**config.mk**
```make
export PLATFORM = sky130hd
export DESIGN_NAME = rate_tick_gen
export DESIGN_NICKNAME = d
export VERILOG_FILES = /design/src/rtl/rate_tick_pkg.sv /design/src/rtl/rate_btn_sync.sv /design/src/rtl/rate_btn_filter.sv /design/src/rtl/rate_speed_step.sv /design/src/rtl/rate_tick_div.sv /design/src/rtl/rate_tick_gen.sv
export SDC_FILE = /design/constraint.sdc
export NUM_CORES = 1
export LEC_CHECK = 0
export BUFFER_PORTS_ARGS = -buffer_cell sky130_fd_sc_hd__buf_2
export CAP_MARGIN = 0
export CORE_UTILIZATION = 41
export DETAILED_ROUTE_END_ITERATION = 6
export PLACE_DENSITY = 0.64
export SYNTH_ARGS = -nofsm -noshare
export SYNTH_HDL_FRONTEND = slang
export SYNTH_SLANG_ARGS = --single-unit
export TNS_END_PERCENT = 5
```
**constraint.sdc**
```tcl
create_clock -name clk_i -period 2.6 [get_ports clk_i]
set_input_delay 0.26 -clock clk_i [delete_from_list [all_inputs] [get_ports clk_i]]
set_output_delay 0.26 -clock clk_i [all_outputs]
set_load 0.1 [all_outputs]
```
**src/rtl/rate_tick_pkg.sv**
```systemverilog
package rate_tick_pkg;

    typedef enum logic [1:0] {
        SPD_X1 = 2'd0,
        SPD_X2 = 2'd1,
        SPD_X4 = 2'd2,
        SPD_X8 = 2'd3
    } speed_e;

    localparam int unsigned NUM_SPEEDS = 4;

    typedef struct packed {
        logic meta;
        logic sync;
    } sync_st_t;

endpackage

```
**src/rtl/rate_btn_sync.sv**
```systemverilog
module rate_btn_sync
    import rate_tick_pkg::*;
(
    input  logic clk_i,
    input  logic rst_ni,
    input  logic raw_ni,
    output logic sync_no
);
    sync_st_t st_d, st_q;

    always_comb begin
        st_d      = st_q;
        st_d.meta = raw_ni;
        st_d.sync = st_q.meta;
    end

    always_ff @(posedge clk_i or negedge rst_ni) begin
        if (!rst_ni) begin
            st_q <= '{meta: 1'b1, sync: 1'b1};
        end else begin
            st_q <= st_d;
        end
    end

    assign sync_no = st_q.sync;
endmodule

```
**src/rtl/rate_btn_filter.sv**
```systemverilog
module rate_btn_filter #(
    parameter int unsigned DEBOUNCE_CYCLES = 16
) (
    input  logic clk_i,
    input  logic rst_ni,
    input  logic level_ni,
    output logic press_o
);
    localparam int unsigned DB_W = (DEBOUNCE_CYCLES > 2) ? $clog2(DEBOUNCE_CYCLES) : 1;
    localparam logic [DB_W-1:0] DB_LAST = DB_W'(DEBOUNCE_CYCLES - 1);

    typedef struct packed {
        logic            stable;
        logic [DB_W-1:0] cnt;
        logic            press;
    } filt_st_t;

    filt_st_t st_d, st_q;

    always_comb begin
        st_d       = st_q;
        st_d.press = 1'b0;
        if (level_ni == st_q.stable) begin
            st_d.cnt = '0;
        end else if (st_q.cnt == DB_LAST) begin
            st_d.stable = level_ni;
            st_d.cnt    = '0;
            st_d.press  = ~level_ni;
        end else begin
            st_d.cnt = st_q.cnt + 1'b1;
        end
    end

    always_ff @(posedge clk_i or negedge rst_ni) begin
        if (!rst_ni) begin
            st_q <= '{stable: 1'b1, cnt: '0, press: 1'b0};
        end else begin
            st_q <= st_d;
        end
    end

    assign press_o = st_q.press;
endmodule

```
**src/rtl/rate_speed_step.sv**
```systemverilog
module rate_speed_step
    import rate_tick_pkg::*;
(
    input  logic   clk_i,
    input  logic   rst_ni,
    input  logic   step_i,
    output speed_e speed_o
);
    speed_e speed_d, speed_q;

    always_comb begin
        speed_d = speed_q;
        if (step_i) begin
            speed_d = speed_e'(speed_q + 2'd1);
        end
    end

    always_ff @(posedge clk_i or negedge rst_ni) begin
        if (!rst_ni) begin
            speed_q <= SPD_X1;
        end else begin
            speed_q <= speed_d;
        end
    end

    assign speed_o = speed_q;
endmodule

```
**src/rtl/rate_tick_div.sv**
```systemverilog
module rate_tick_div
    import rate_tick_pkg::*;
#(
    parameter int unsigned BASE_DIV = 64
) (
    input  logic   clk_i,
    input  logic   rst_ni,
    input  speed_e speed_i,
    input  logic   restart_i,
    output logic   tick_o
);
    localparam int unsigned CNT_W = $clog2(BASE_DIV);

    typedef struct packed {
        logic [CNT_W-1:0] cnt;
        logic             tick;
    } div_st_t;

    logic [CNT_W-1:0] term_tab [NUM_SPEEDS];

    for (genvar k = 0; k < NUM_SPEEDS; k++) begin : g_term
        assign term_tab[k] = CNT_W'((BASE_DIV >> k) - 1);
    end

    div_st_t          st_d, st_q;
    logic [CNT_W-1:0] term_w;

    assign term_w = term_tab[speed_i];

    always_comb begin
        st_d = st_q;
        if (restart_i) begin
            st_d.cnt  = '0;
            st_d.tick = 1'b0;
        end else if (st_q.cnt == term_w) begin
            st_d.cnt  = '0;
            st_d.tick = 1'b1;
        end else begin
            st_d.cnt  = st_q.cnt + 1'b1;
            st_d.tick = 1'b0;
        end
    end

    always_ff @(posedge clk_i or negedge rst_ni) begin
        if (!rst_ni) begin
            st_q <= '{cnt: '0, tick: 1'b0};
        end else begin
            st_q <= st_d;
        end
    end

    assign tick_o = st_q.tick;
endmodule

```
**src/rtl/rate_tick_gen.sv**
```systemverilog
module rate_tick_gen
    import rate_tick_pkg::*;
#(
    parameter int unsigned BASE_DIV        = 64,
    parameter int unsigned DEBOUNCE_CYCLES = 16
) (
    input  logic       clk_i,
    input  logic       rst_ni,
    input  logic       btn_ni,
    output logic       tick_o,
    output logic [1:0] speed_o
);
    logic   btn_sync_w;
    logic   press_w;
    speed_e speed_w;

    rate_btn_sync sync_i (
        .clk_i   (clk_i),
        .rst_ni  (rst_ni),
        .raw_ni  (btn_ni),
        .sync_no (btn_sync_w)
    );

    rate_btn_filter #(
        .DEBOUNCE_CYCLES(DEBOUNCE_CYCLES)
    ) filt_i (
        .clk_i    (clk_i),
        .rst_ni   (rst_ni),
        .level_ni (btn_sync_w),
        .press_o  (press_w)
    );

    rate_speed_step step_i (
        .clk_i   (clk_i),
        .rst_ni  (rst_ni),
        .step_i  (press_w),
        .speed_o (speed_w)
    );

    rate_tick_div #(
        .BASE_DIV(BASE_DIV)
    ) div_i (
        .clk_i     (clk_i),
        .rst_ni    (rst_ni),
        .speed_i   (speed_w),
        .restart_i (press_w),
        .tick_o    (tick_o)
    );

    assign speed_o = speed_w;
endmodule

```
# ---- Yosys cells after proc, flatten, opt, wreduce, memory -nomap -nowiden
# Cells that the tools add are included.
dict set report word_totals {
  out_inout_bits 3
  mem_bits_ro 0
  reg_bits 17
  n_memories 0
  latch_bits 0
  in_bits 3
  mem_bits_rw 0
}
dict set report op_classes {
  reduce_logical 1
  magnitude_cmp 1
  n_div 0
  bitwise_logic 3
  n_mux 9
  n_addsub 3
  mul 0
  n_shift 0
  n_eq_ne 3
}
# op count
set op_table {}
lappend op_table {{$mux W7} 2}
lappend op_table {{$bmux W6 S2} 1}
lappend op_table {{$mux W6} 2}
lappend op_table {{$mux W4} 2}
lappend op_table {{$add A6 B1 Y6 const B} 1}
lappend op_table {{$eq A6 B6 Y1} 1}
lappend op_table {{$add A4 B1 Y4 const B} 1}
lappend op_table {{$eq A4 B4 Y1 const B} 1}
lappend op_table {{$ge A3 B3 Y1 const B} 1}
lappend op_table {{$not A2 Y3} 1}
lappend op_table {{$add A2 B1 Y2 const B} 1}
lappend op_table {{$mux W1} 2}
lappend op_table {{$not A1 Y1} 2}
lappend op_table {{$reduce_and A2 Y1} 1}
lappend op_table {{$eq A1 B1 Y1} 1}

# ---- Depth between registers and ports, before layout
dict set report depth {
  depth_word 7
  mapped_depth 5
  depth_no_buf 5
}

# ---- Cells and area by module
# A second synthesis with hierarchy kept.
dict set report unflattened {
  cells_unflattened 60
  area_unflattened_um2 754.5
}
# mod cells_each instances seq_area_each_um2 area_each_um2
set by_module_without_submodules {}
lappend by_module_without_submodules {rate_tick_div 35 1 175.2 376.6}
lappend by_module_without_submodules {rate_btn_filter 18 1 151.4 254.0}
lappend by_module_without_submodules {rate_speed_step 5 1 50.0 71.3}
lappend by_module_without_submodules {rate_btn_sync 2 1 52.6 52.6}

# ---- Least setup slack after synthesis
# No wires, ideal clock.
dict set report synth_path {
  kind {register to register}
  from {reg step_i.speed_q[1], in the netlist step_i.speed_o[1]}
  to {reg div_i.st_q[4] (netlist bit)}
  slack_ns 0.560
  t_arrival_ns 1.907
  synth_period_minus_slack_ns 2.040
  setup_time_ns 0.133
  n_path_buf 0
  stages_incl_launch_ff 6
  path_cell_list {dfrtp_1 > inv_1 > ha_1 > xor2_1 > o41ai_2 > nor2_1}
}
# item line
set synth_lines {}
lappend synth_lines {{start: declaration} rate_speed_step.sv:9} ;# speed_e speed_d, speed_q;
lappend synth_lines {{start signal: assignment} rate_speed_step.sv:22} ;# speed_q <= speed_d;
lappend synth_lines {{end signal: assignment} rate_tick_div.sv:46} ;# st_q <= '{cnt: '0, tick: 1'b0};
lappend synth_lines {{end signal: assignment} rate_tick_div.sv:48} ;# st_q <= st_d;
lappend synth_lines {{end: declaration} rate_tick_div.sv:25} ;# div_st_t st_d, st_q;

==> reports/summary.log <==
INFO  worst_hold_path hold_path_end=sync_i.st_d[0]
INFO  timing         max_freq=668MHz
INFO  cells_and_area share_of_cells_above_drive_strength_1=0.208
INFO  floorplan      pin_count=6
INFO  floorplan      die_width=45.2um
INFO  power          p_leak=0.363nW
INFO  global_routing globalRouteOverflowTotal=0
INFO  clock_tree     holdBufCountCts=1
INFO  timing         tightest_slew=0.483ns
INFO  logic_synthesis post_synth_main_area_contributors=sky130_fd_sc_hd__dfrtp_1, sky130_fd_sc_hd__dfstp_2, sky130_fd_sc_hd__ha_1
INFO  clock_tree     htreeDepth=1
INFO  setup_path     worstPathCellList=ha_1 > xnor2_2 > o41ai_2 > nor2_1
INFO  global_routing antenna_found_initial=0
INFO  global_routing grt_util_all_layers=0.142
INFO  setup_path     worstPathRequired=2.77ns
INFO  routing        dr.pass1.iters=2
INFO  worst_hold_path hold-path-cell-count=1
INFO  setup_path     rr_startpoint=step_i.speed_o[1]
INFO  clock_tree     cts_made_buffers=3
INFO  cells_and_area ant_diodes=0
INFO  power          power_per_unit_of_standard_cell_area=512mW/mm^2
INFO  floorplan      die_height=45.2um
INFO  routing        wire_per_inst=11.2um
INFO  logic_synthesis synth_top_cell_by_area=sky130_fd_sc_hd__dfrtp_1
INFO  clock_tree     clk_pin_slew_worst_setup_hold_paths=0.10ns
INFO  routing        total_routed_length=1090um
INFO  routing        drc=0
INFO  cells_and_area area_growth_syn_to_layout=10.3%
INFO  clock_tree     cts_setup_buffers=0
INFO  logic_synthesis netlist-cell-type-count=23
INFO  clock_tree     cts.sinks=17
INFO  clock_tree     clk_latency=0.29ns
INFO  worst_hold_path hold_path_startpoint=btn_ni
INFO  power          max-vdd-ir-drop=0.255mV
INFO  clock_tree     cts.repair.resized=0
INFO  place          detailed_place.area=807um^2
INFO  timing         setup-tns-final=0ns
INFO  floorplan      placementRows=15
INFO  outcome        outcome=finished clean
INFO  place          gp_congestion=0.730
INFO  routing        drt_first_iter_violations=5
INFO  setup_path     setup.worst_path.start_class=register
INFO  timing         fin_worst_skew=0.00314ns
INFO  floorplan      initial_core_util=0.439
INFO  floorplan      core_area=0.00175mm^2
INFO  setup_path     timing.critical_path.from=step_i.speed_o[1]
INFO  global_routing grt_first_pass_wirelength=1970um
INFO  cells_and_area layout_common_cells=sky130_fd_sc_hd__dfrtp_1, sky130_fd_sc_hd__xnor2_1, sky130_fd_sc_hd__buf_2
INFO  logic_synthesis avg_cell_area_syn=12.0um^2
INFO  timing         final.min_clock_period=1.50ns
INFO  global_routing vias_in_the_first_global_route=456
INFO  cells_and_area finish.instance_area=845um^2
INFO  setup_path     ff2ff_path_depth=4
INFO  floorplan      total_die_area=0.00204mm^2
INFO  clock_tree     clock_tree.root_cell=sky130_fd_sc_hd__clkbuf_4
INFO  timing         rsz0062_at_grt=no
INFO  setup_path     worst_ep_arrival_time=1.67ns
INFO  clock_tree     cts_tree=yes
INFO  timing         slew-limit-headroom=0.680
INFO  logic_synthesis post_synth_inst_count=64
INFO  logic_synthesis postSynthNetCount=71
INFO  routing        detailroute.via_count=452
INFO  flow_run       timing.max_cap.violations=0
INFO  logic_synthesis synth-seq-cells=17
INFO  setup_path     cp_max_fo=5
INFO  setup_path     reg2reg_slack=1.10ns
INFO  worst_hold_path min_path_type=input pin to register
INFO  cells_and_area final_common_cell=sky130_fd_sc_hd__dfrtp_1
INFO  place          port_buffers=5
INFO  logic_synthesis post-synth-top-area-fraction=0.458
INFO  cells_and_area post_layout_net_count=80
INFO  timing         final_hold_viol_count=0
INFO  logic_synthesis seq_area_frac_synth=0.560
INFO  setup_path     reg2reg_to=div_i.st_q[4]
INFO  setup_path     crit_end_element=register
INFO  setup_path     worst_path_max_delay_cell=sky130_fd_sc_hd__dfrtp_1
INFO  routing        vias_per_cell=4.66
INFO  timing         timing_max_transition_violations_final=0
INFO  setup_path     worst_setup_path_category=register to register
INFO  setup_path     worst_path_largest_cell_delay=0.45ns
INFO  logic_synthesis yosysWarningCount=0
INFO  logic_synthesis synthesis.area=766um^2
INFO  timing         period_share=0.576
INFO  timing         final_count_of_negative_setup_slack_endpoints=0
INFO  clock_tree     max-clock-path-buffers=2
INFO  global_routing grt_max_degree=18
INFO  routing        route.antenna.remaining_nets=0
INFO  place          dp.final_hpwl=752um
## state kept, by name, indices dropped and copies added (netlist names)
register / cells
sync_i.sync_no: 1
sync_i.st_d: 1
div_i.st_q: 6
filt_i.press_o: 1
step_i.speed_o: 2
div_i.tick_o: 1
filt_i.st_q: 5
## how the worst max path moves through the flow
stage                     to  slack [ns]  cells past startpoint
2_1_floorplan  div_i.st_q[4]        0.56                      5
3_3_place_gp   div_i.st_q[4]        1.16                      4
5_1_grt        div_i.st_q[4]         1.0                      5
6_report       div_i.st_q[4]        1.10                      4
3_5_place_dp   div_i.st_q[4]        1.10                      4
4_1_cts        div_i.st_q[4]        1.08                      4
## layout make-up
class / instances / area, um^2
Clock buffer: 3 / 22.5
Sequential cell: 17 / 429
Fill cell: 181 / 901
Clock inverter: 1 / 5.00
Timing Repair Buffer: 6 / 35.0
Multi-Input combinational cell: 41 / 307
Tap cell: 25 / 31.3
Inverter: 4 / 15.0
## power breakdown
part / switching (mW) / internal [mW]
clock network: 0.0838 / 0.0572
logic: 0.00895 / 0.00684
registers: 0.00432 / 0.271
## critical path: cells and delay by family, from the launching register on
family	cells	cell delay, ns
compound gates	1	0.44
xor+xnor	1	0.15
fa+ha+maj	1	0.23
flops	1	0.45
simple gates	1	0.10
## stage by stage
step           worst slack, ns  instances  total power [mW]   util  hold WS, ns
5_1_grt                  0.999         97             0.454  0.484       0.0341
6_report                  1.10         97             0.432  0.484       0.0552
3_5_place_dp              1.10         92             0.296  0.462        0.205
4_1_cts                   1.08         97             0.445  0.484       0.0354
2_1_floorplan            0.560         64             0.287      -      -0.0356
3_3_place_gp              1.16         92             0.295  0.462        0.202
## cells in the mapped netlist, drive strengths merged
cell    count
mux2        1
nor3b       3
ha          4
xor2        4
a211oi      1
a21oi       3
o21ai       3
nor2        4
or3         1
nand3       3
inv         4
nor2b       2
xnor2       6
nand4b      1
dfrtp      14
o41ai       1
clkbuf      1
nor3        1
dfstp       3
nand2       3
buf         1
## cell families after synthesis
family	share of synthesized area
muxes	0.0147
and+or+nand+nor	0.126
buffers and inverters	0.0392
xor gates and xnor gates	0.124
adders and majority gates	0.0654
AOI/OAI and AO/OA	0.0703
DFF	0.560
## layer usage
metal	global-route usage	part of all wire	vias to the layer above
li1	-	-	228
met1	0.188	0.52	218
met2	0.197	0.44	4
met3	0.0360	0.023	2
met4	0.109	0.011	0
met5	0	0	-
(Power assumes the default switching activity.)
